==> src/rtl/rtcd_pkg.sv <==
package rtcd_pkg;
  localparam int WORD_W   = 16;
  localparam int ARG_W    = 12;
  localparam int MODE_LSB = 12;
  localparam int BUS_W    = 3;
  localparam int BIL_W    = 6;

  localparam logic [2:0] MD_READ    = 3'd0;
  localparam logic [2:0] MD_INSTR   = 3'd1;
  localparam logic [2:0] MD_LDADDR  = 3'd3;
  localparam logic [2:0] MD_LDLEN   = 3'd4;
  localparam logic [2:0] MD_PROCEED = 3'd7;

  localparam logic [1:0] INS_BUS = 2'd0;
  localparam logic [1:0] INS_PA  = 2'd1;
  localparam logic [1:0] INS_UCC = 2'd2;
  localparam logic [1:0] INS_RST = 2'd3;

  localparam logic [BUS_W-1:0] BUS_IIN   = 3'd0;
  localparam logic [BUS_W-1:0] BUS_RIN   = 3'd1;
  localparam logic [BUS_W-1:0] BUS_ROUT  = 3'd2;
  localparam logic [BUS_W-1:0] BUS_BTIN  = 3'd3;
  localparam logic [BUS_W-1:0] BUS_BTOUT = 3'd4;

  typedef enum logic [2:0] {
    RK_NONE, RK_ADDR, RK_LEN, RK_STAT, RK_DATA
  } rspKind_t;

  typedef struct packed {
    logic             ldAddr;
    logic             ldLen;
    logic             proceed;
    logic             dmaRst;
    logic             errClr;
    logic             setBus;
    logic             setPa;
    logic             setUcc;
    logic [ARG_W-1:0] arg;
  } ctrlStrb_t;
endpackage

==> src/rtl/rtcd_ctrl.sv <==
module rtcd_ctrl
  import rtcd_pkg::*;
(
  input  logic              clk,
  input  logic              rstN,
  input  logic              cmdValid,
  input  logic [WORD_W-1:0] cmdWord,
  input  logic [BUS_W-1:0]  busSel,
  output ctrlStrb_t         strb,
  output rspKind_t          rspKind
);
  logic              s1Valid;
  logic [WORD_W-1:0] s1Word;
  rspKind_t          kindNext;
  logic [2:0]        mode;
  logic [1:0]        sub;

  // stage 1: hold the accepted interrogation for one cycle
  always_ff @(posedge clk) begin
    if (!rstN) begin
      s1Valid <= 1'b0;
      s1Word  <= '0;
    end else begin
      s1Valid <= cmdValid & ~cmdWord[WORD_W-1];
      s1Word  <= cmdWord;
    end
  end

  assign mode = s1Word[MODE_LSB +: 3];
  assign sub  = s1Word[ARG_W-1 -: 2];

  always_comb begin
    strb     = '0;
    strb.arg = s1Word[ARG_W-1:0];
    kindNext = RK_NONE;
    if (s1Valid) begin
      case (mode)
        MD_READ: begin
          case (s1Word[1:0])
            2'd0:    kindNext = RK_ADDR;
            2'd1:    kindNext = RK_LEN;
            2'd2:    kindNext = RK_STAT;
            default: kindNext = RK_NONE;
          endcase
          strb.errClr = (s1Word[1:0] != 2'd3);
        end
        MD_INSTR: begin
          kindNext    = RK_STAT;
          strb.setBus = (sub == INS_BUS);
          strb.setPa  = (sub == INS_PA);
          strb.setUcc = (sub == INS_UCC);
          strb.dmaRst = (sub == INS_RST);
        end
        MD_LDADDR: begin
          kindNext    = RK_ADDR;
          strb.ldAddr = 1'b1;
        end
        MD_LDLEN: begin
          kindNext   = RK_LEN;
          strb.ldLen = 1'b1;
        end
        MD_PROCEED: begin
          strb.proceed = 1'b1;
          case (busSel)
            BUS_IIN:             kindNext = RK_LEN;
            BUS_ROUT:            kindNext = RK_DATA;
            BUS_BTIN, BUS_BTOUT: kindNext = RK_STAT;
            default:             kindNext = RK_NONE;
          endcase
        end
        default: kindNext = RK_NONE;
      endcase
    end
  end

  // stage 2: response slot
  always_ff @(posedge clk) begin
    if (!rstN) rspKind <= RK_NONE;
    else       rspKind <= kindNext;
  end
endmodule

==> src/rtl/rtcd_datapath.sv <==
module rtcd_datapath
  import rtcd_pkg::*;
#(
  parameter int PA_W = 5,
  parameter int UC_W = 7
) (
  input  logic              clk,
  input  logic              rstN,
  input  ctrlStrb_t         strb,
  input  rspKind_t          rspKind,
  input  logic [BIL_W-1:0]  bilevel,
  input  logic              svcReq,
  input  logic [WORD_W-1:0] dmaAddr,
  input  logic [WORD_W-1:0] dmaLen,
  input  logic [WORD_W-1:0] dmaData,
  input  logic              dmaErr,
  output logic [BUS_W-1:0]  busSel,
  output logic [PA_W-1:0]   progAddr,
  output logic              progAddrEn,
  output logic [UC_W-1:0]   userCtl,
  output logic              dmaLoadAddr,
  output logic              dmaLoadLen,
  output logic [ARG_W-1:0]  dmaLoadValue,
  output logic              dmaProceed,
  output logic              dmaReset,
  output logic              dmaErrClr,
  output logic              rspValid,
  output logic [WORD_W-1:0] rspWord
);
  localparam int STAT_PAD = WORD_W - BUS_W - 2 - BIL_W;

  logic [PA_W-1:0]  paArg;
  logic [UC_W-1:0]  ucArg;
  logic [BUS_W-1:0] busArg;
  logic [WORD_W-1:0] statWord;

  assign paArg  = strb.arg[PA_W-1:0];
  assign ucArg  = strb.arg[UC_W-1:0];
  assign busArg = strb.arg[BUS_W-1:0];

  always_ff @(posedge clk) begin
    if (!rstN) begin
      busSel     <= BUS_IIN;
      progAddr   <= '0;
      progAddrEn <= 1'b0;
      userCtl    <= '0;
    end else begin
      if (strb.setBus && busArg <= BUS_BTOUT) busSel <= busArg;
      if (strb.setPa) begin
        if (&paArg) progAddrEn <= 1'b0;
        else if (|paArg) begin
          progAddr   <= paArg;
          progAddrEn <= 1'b1;
        end
      end
      if (strb.setUcc && !(&ucArg)) userCtl <= ucArg;
    end
  end

  assign dmaLoadAddr  = strb.ldAddr;
  assign dmaLoadLen   = strb.ldLen;
  assign dmaLoadValue = strb.arg;
  assign dmaProceed   = strb.proceed;
  assign dmaReset     = strb.dmaRst;
  assign dmaErrClr    = strb.errClr;

  assign statWord = {{STAT_PAD{1'b0}}, busSel, dmaErr, svcReq, bilevel};

  // live selection: data reflects DMA state in the response cycle
  always_comb begin
    rspValid = (rspKind != RK_NONE);
    case (rspKind)
      RK_ADDR: rspWord = dmaAddr;
      RK_LEN:  rspWord = dmaLen;
      RK_STAT: rspWord = statWord;
      RK_DATA: rspWord = dmaData;
      default: rspWord = '0;
    endcase
  end
endmodule

==> src/rtl/rt_cmd_decoder.sv <==
module rt_cmd_decoder
  import rtcd_pkg::*;
#(
  parameter int PA_W = 5,
  parameter int UC_W = 7
) (
  input  logic              clk,
  input  logic              rstN,
  input  logic              cmdValid,
  input  logic [WORD_W-1:0] cmdWord,
  input  logic [BIL_W-1:0]  bilevel,
  input  logic              svcReq,
  input  logic [WORD_W-1:0] dmaAddr,
  input  logic [WORD_W-1:0] dmaLen,
  input  logic [WORD_W-1:0] dmaData,
  input  logic              dmaErr,
  output logic [BUS_W-1:0]  busSel,
  output logic [PA_W-1:0]   progAddr,
  output logic              progAddrEn,
  output logic [UC_W-1:0]   userCtl,
  output logic              dmaLoadAddr,
  output logic              dmaLoadLen,
  output logic [ARG_W-1:0]  dmaLoadValue,
  output logic              dmaProceed,
  output logic              dmaReset,
  output logic              dmaErrClr,
  output logic              rspValid,
  output logic [WORD_W-1:0] rspWord
);
  ctrlStrb_t strb;
  rspKind_t  rspKind;

  rtcd_ctrl u_ctrl (
    .clk(clk), .rstN(rstN), .cmdValid(cmdValid), .cmdWord(cmdWord),
    .busSel(busSel), .strb(strb), .rspKind(rspKind)
  );

  rtcd_datapath #(.PA_W(PA_W), .UC_W(UC_W)) u_dp (
    .clk(clk), .rstN(rstN), .strb(strb), .rspKind(rspKind),
    .bilevel(bilevel), .svcReq(svcReq), .dmaAddr(dmaAddr), .dmaLen(dmaLen),
    .dmaData(dmaData), .dmaErr(dmaErr), .busSel(busSel), .progAddr(progAddr),
    .progAddrEn(progAddrEn), .userCtl(userCtl), .dmaLoadAddr(dmaLoadAddr),
    .dmaLoadLen(dmaLoadLen), .dmaLoadValue(dmaLoadValue),
    .dmaProceed(dmaProceed), .dmaReset(dmaReset), .dmaErrClr(dmaErrClr),
    .rspValid(rspValid), .rspWord(rspWord)
  );
endmodule

==> config.mk <==
export PLATFORM = sky130hd
export DESIGN_NAME = rt_cmd_decoder
export DESIGN_NICKNAME = d
export VERILOG_FILES = /design/src/rtl/rtcd_pkg.sv /design/src/rtl/rtcd_ctrl.sv /design/src/rtl/rtcd_datapath.sv /design/src/rtl/rt_cmd_decoder.sv
export SDC_FILE = /design/constraint.sdc
export NUM_CORES = 1
export LEC_CHECK = 0
export ABC_AREA = 1
export BUFFER_PORTS_ARGS = -buffer_cell sky130_fd_sc_hd__buf_2
export CORE_ASPECT_RATIO = 1.25
export CORE_MARGIN = 8
export CORE_UTILIZATION = 46
export DETAILED_ROUTE_END_ITERATION = 12
export GPL_TIMING_DRIVEN = 1
export HOLD_SLACK_MARGIN = 0.03
export PLACE_DENSITY_LB_ADDON = 0.2
export SETUP_SLACK_MARGIN = 0.15
export SLEW_MARGIN = 20
export SYNTH_ARGS = -nofsm -noshare
export SYNTH_HDL_FRONTEND = slang
export SYNTH_SLANG_ARGS = --single-unit
==> constraint.sdc <==
create_clock -name clk -period 2.7 [get_ports clk]
set_input_delay 0.27 -clock clk [delete_from_list [all_inputs] [get_ports clk]]
set_output_delay 0.27 -clock clk [all_outputs]
set_load 0.02 [all_outputs]
==> results.json <==
{
  "synth_edf_count": 0,
  "avgRoutedWirePerCell_microns": 12.73,
  "place_ws_ps": 1085,
  "cts.sinks": 35,
  "place_area_sq_mm": 0.002525,
  "path_common_cell": "nand2_1",
  "seqCellArea_sq_um": 700.7,
  "fp.dieH_microns": 89.32,
  "design_area_sq_mm": 0.002606,
  "synth_fa_ha_area_frac": 0.01898,
  "cts_root_buffer": "clkbuf_8",
  "slowest_stage": "dfxtp_1",
  "hold_path_class": "in2reg",
  "dp_hpwl_microns": 4917,
  "fmax_ghz": 0.5194,
  "synthMostInstantiatedCell": "nand2_1",
  "cts_tree": "built",
  "clkLatencyLatePin_ps": 280,
  "synth_top_cells_by_count": "nand2_1 (104), inv_1 (55), dfxtp_1 (35), nor2_1 (35), buf_4 (12)",
  "fillers": 402,
  "multi_input_area_sq_um": 915.9,
  "netlist_instances": 306,
  "status": "finished, final reports clean",
  "synth_ff_type": "dfxtp_1",
  "nets": 496,
  "setup_violations": 0,
  "die_w_microns": 74.66,
  "ys_types": 24,
  "grt_usage": 0.1747,
  "path_buf_inv": 2,
  "worst_slew_pin_slew_ps": 560.6,
  "synth_top_family_by_area": "simple AND/OR/NAND/NOR gates",
  "ctsHoldBuffers": 0,
  "path_cells": "nor2_1 > nand2_1 > inv_1 > nand2_1 > o2111ai_1 > buf_2",
  "placedCellCount": 467,
  "endpoint_kind": "output port",
  "hold_viol_final": 0,
  "ctsResizeCount": 0,
  "synth_top_cell_by_area": "dfxtp_1",
  "ctsHtreeMaxLevel": 2,
  "io_buffers": 124,
  "synth_top_area_share": 0.3542,
  "postCtsSetupBuffers": 0,
  "antenna_found_initial": 0,
  "grt_pass1_wl_microns": 9266,
  "ant_nets": 0,
  "drt_iter0_markers": 52,
  "startpoint_type": "flop",
  "clk_pin_slew_worst_paths_ps": 60,
  "synth_xor_area_frac": 0,
  "hold_ws_ps": 136.6,
  "cts_buffer_depth": 2,
  "cp_top_family": "buffers and inverters",
  "drc": 0,
  "ir_worst_vdd_mv": 0.3840,
  "slew_headroom": 0.6263,
  "setup_ws_ps": 774.7,
  "drive_gt1_frac": 0.3270,
  "fin_util": 0.6358,
  "fin_crit_ps": 1925,
  "place_congestion": 0.8587,
  "fp.coreArea_sq_mm": 0.004099,
  "placementRows": 26,
  "synthMuxAreaShare": 0,
  "critPathMaxFanout": 16,
  "synthTopCellsByArea": "dfxtp_1 (35%), nand2_1 (20%), inv_1 (10%)",
  "firstDrtPassIters": 4,
  "synth_nets": 384,
  "via_count": 2212,
  "async_flop_share": 0,
  "dieArea_sq_mm": 0.006668,
  "stdcell_count": 475,
  "grt_pass1_vias": 2172,
  "synthesis.area_sq_mm": 0.001978,
  "ios": 125,
  "areaGrowthSynthToFinish_pct": 31.75,
  "rsz0062_at_grt": "no",
  "numCtsBuffers": 5,
  "avgViaCountPerCell": 4.657,
  "wl_microns": 6045,
  "synthSimpleGateAreaFrac": 0.3485,
  "start_util": 0.4826,
  "p_per_area_mw_per_mm2": 403.8,
  "arrival_ps": 1660,
  "syn_area_per_cell_sq_um": 6.465,
  "critPathKind": "reg2out",
  "synth_compound_area_frac": 0.09551,
  "layout_worst_path_cycle_share": 0.7131,
  "setup_tns_ps": 0,
  "p_leak_nw": 1.529,
  "cp_slowest_stage_delay_ps": 350,
  "yosysWarnings": 0,
  "overflow": 0,
  "fin_skew_ps": 5.340,
  "finalPower_mw": 1.052,
  "diodes": 0,
  "synth-seq-cells": 35,
  "slew_violations": 0,
  "yosysSeqAreaShare": 0.3542,
  "cp.required_ps": 2430,
  "grt_max_degree": 34,
  "maxCapViolations": 0
}
==> kinds of logic after synthesis <==
| family | count (synthesis) |
|---|---|
| flip-flops | 35 |
| AND/OR/NAND/NOR | 163 |
| AO/OA/AOI/OAI | 29 |
| buffers and inverters | 76 |
| adder cells (fa/ha/maj) | 3 |
==> worst reg2reg max path, cell delays in order, from the launching register on <==
cell     delay, ps
dfxtp_1        400
inv_1          120
ha_1           220
inv_1           80
nor2_1          50
nand2_1         70
nand2_1         90
nor2_4         200
nand2_1         90
nand2_1         60
nor2_1          50
==> flip-flops by register name, summed over array words and instances, names as in the netlist <==
signal and count:
u_ctrl.rspKind 3, u_dp.progAddrEn 1, u_dp.progAddr 5, u_dp.userCtl 7, u_dp.busSel 3, u_ctrl.s1Word 15, u_ctrl.s1Valid 1
==> report_power, final <==
group	internal, mW	total, mW	leakage (nW)	switching, mW
sequential	0.531	0.545	0.286	0.0145
combinational	0.0686	0.154	1.20	0.0850
clock	0.181	0.354	0.0422	0.173
total	0.780	1.05	1.53	0.272
==> cell type report <==
type | count | share of cell area
Multi-Input combinational cell | 195 | 0.3514
Inverter | 56 | 0.08065
Clock buffer | 7 | 0.02928
Sequential cell | 35 | 0.2688
Clock inverter | 1 | 0.001920
Tap cell | 56 | 0.02688
Timing Repair Buffer | 125 | 0.2410
==> path summary, 6_finish.rpt <==
kind	startpoint	to	slack, ps	depth (start not counted)
worst min register to register	u_dp.userCtl[5]$_SDFFE_PN0P_	u_dp.userCtl[5]$_SDFFE_PN0P_	440	2
worst max-delay path	u_ctrl.rspKind[1]$_SDFF_PN0_	rspWord[9]	770	6
worst min-delay path	cmdWord[15]	u_ctrl.s1Valid$_SDFF_PN0_	140	2
worst max register to register	u_ctrl.s1Word[0]$_SDFF_PN0_	u_dp.progAddr[3]$_SDFFE_PN0P_	1170	10
==> metal layers <==
layer | global-route usage | vias up | wire length, microns
li1 | - | 1156 | -
met1 | 0.1675 | 938 | 2209
met2 | 0.3217 | 109 | 2865
met3 | 0.06846 | 9 | 866
met4 | 0.06964 | 0 | 103
met5 | 0 | - | 0
==> layout by cell type (no fill, tap or decap) <==
master	count
a21boi_1	1
a21oi_1	11
buf_2	124
buf_4	1
clkbuf_1	2
clkbuf_8	5
clkinv_2	1
dfxtp_1	35
ha_1	3
inv_1	55
inv_2	1
nand2_1	104
nand3_1	9
nand3_2	1
nand3_4	1
nand3b_1	1
nand4_1	5
nor2_1	35
nor2_4	2
nor3_1	1
nor3_2	1
nor4_1	3
o2111ai_1	11
o21ai_0	6
Power figures use the tool's default switching activity.
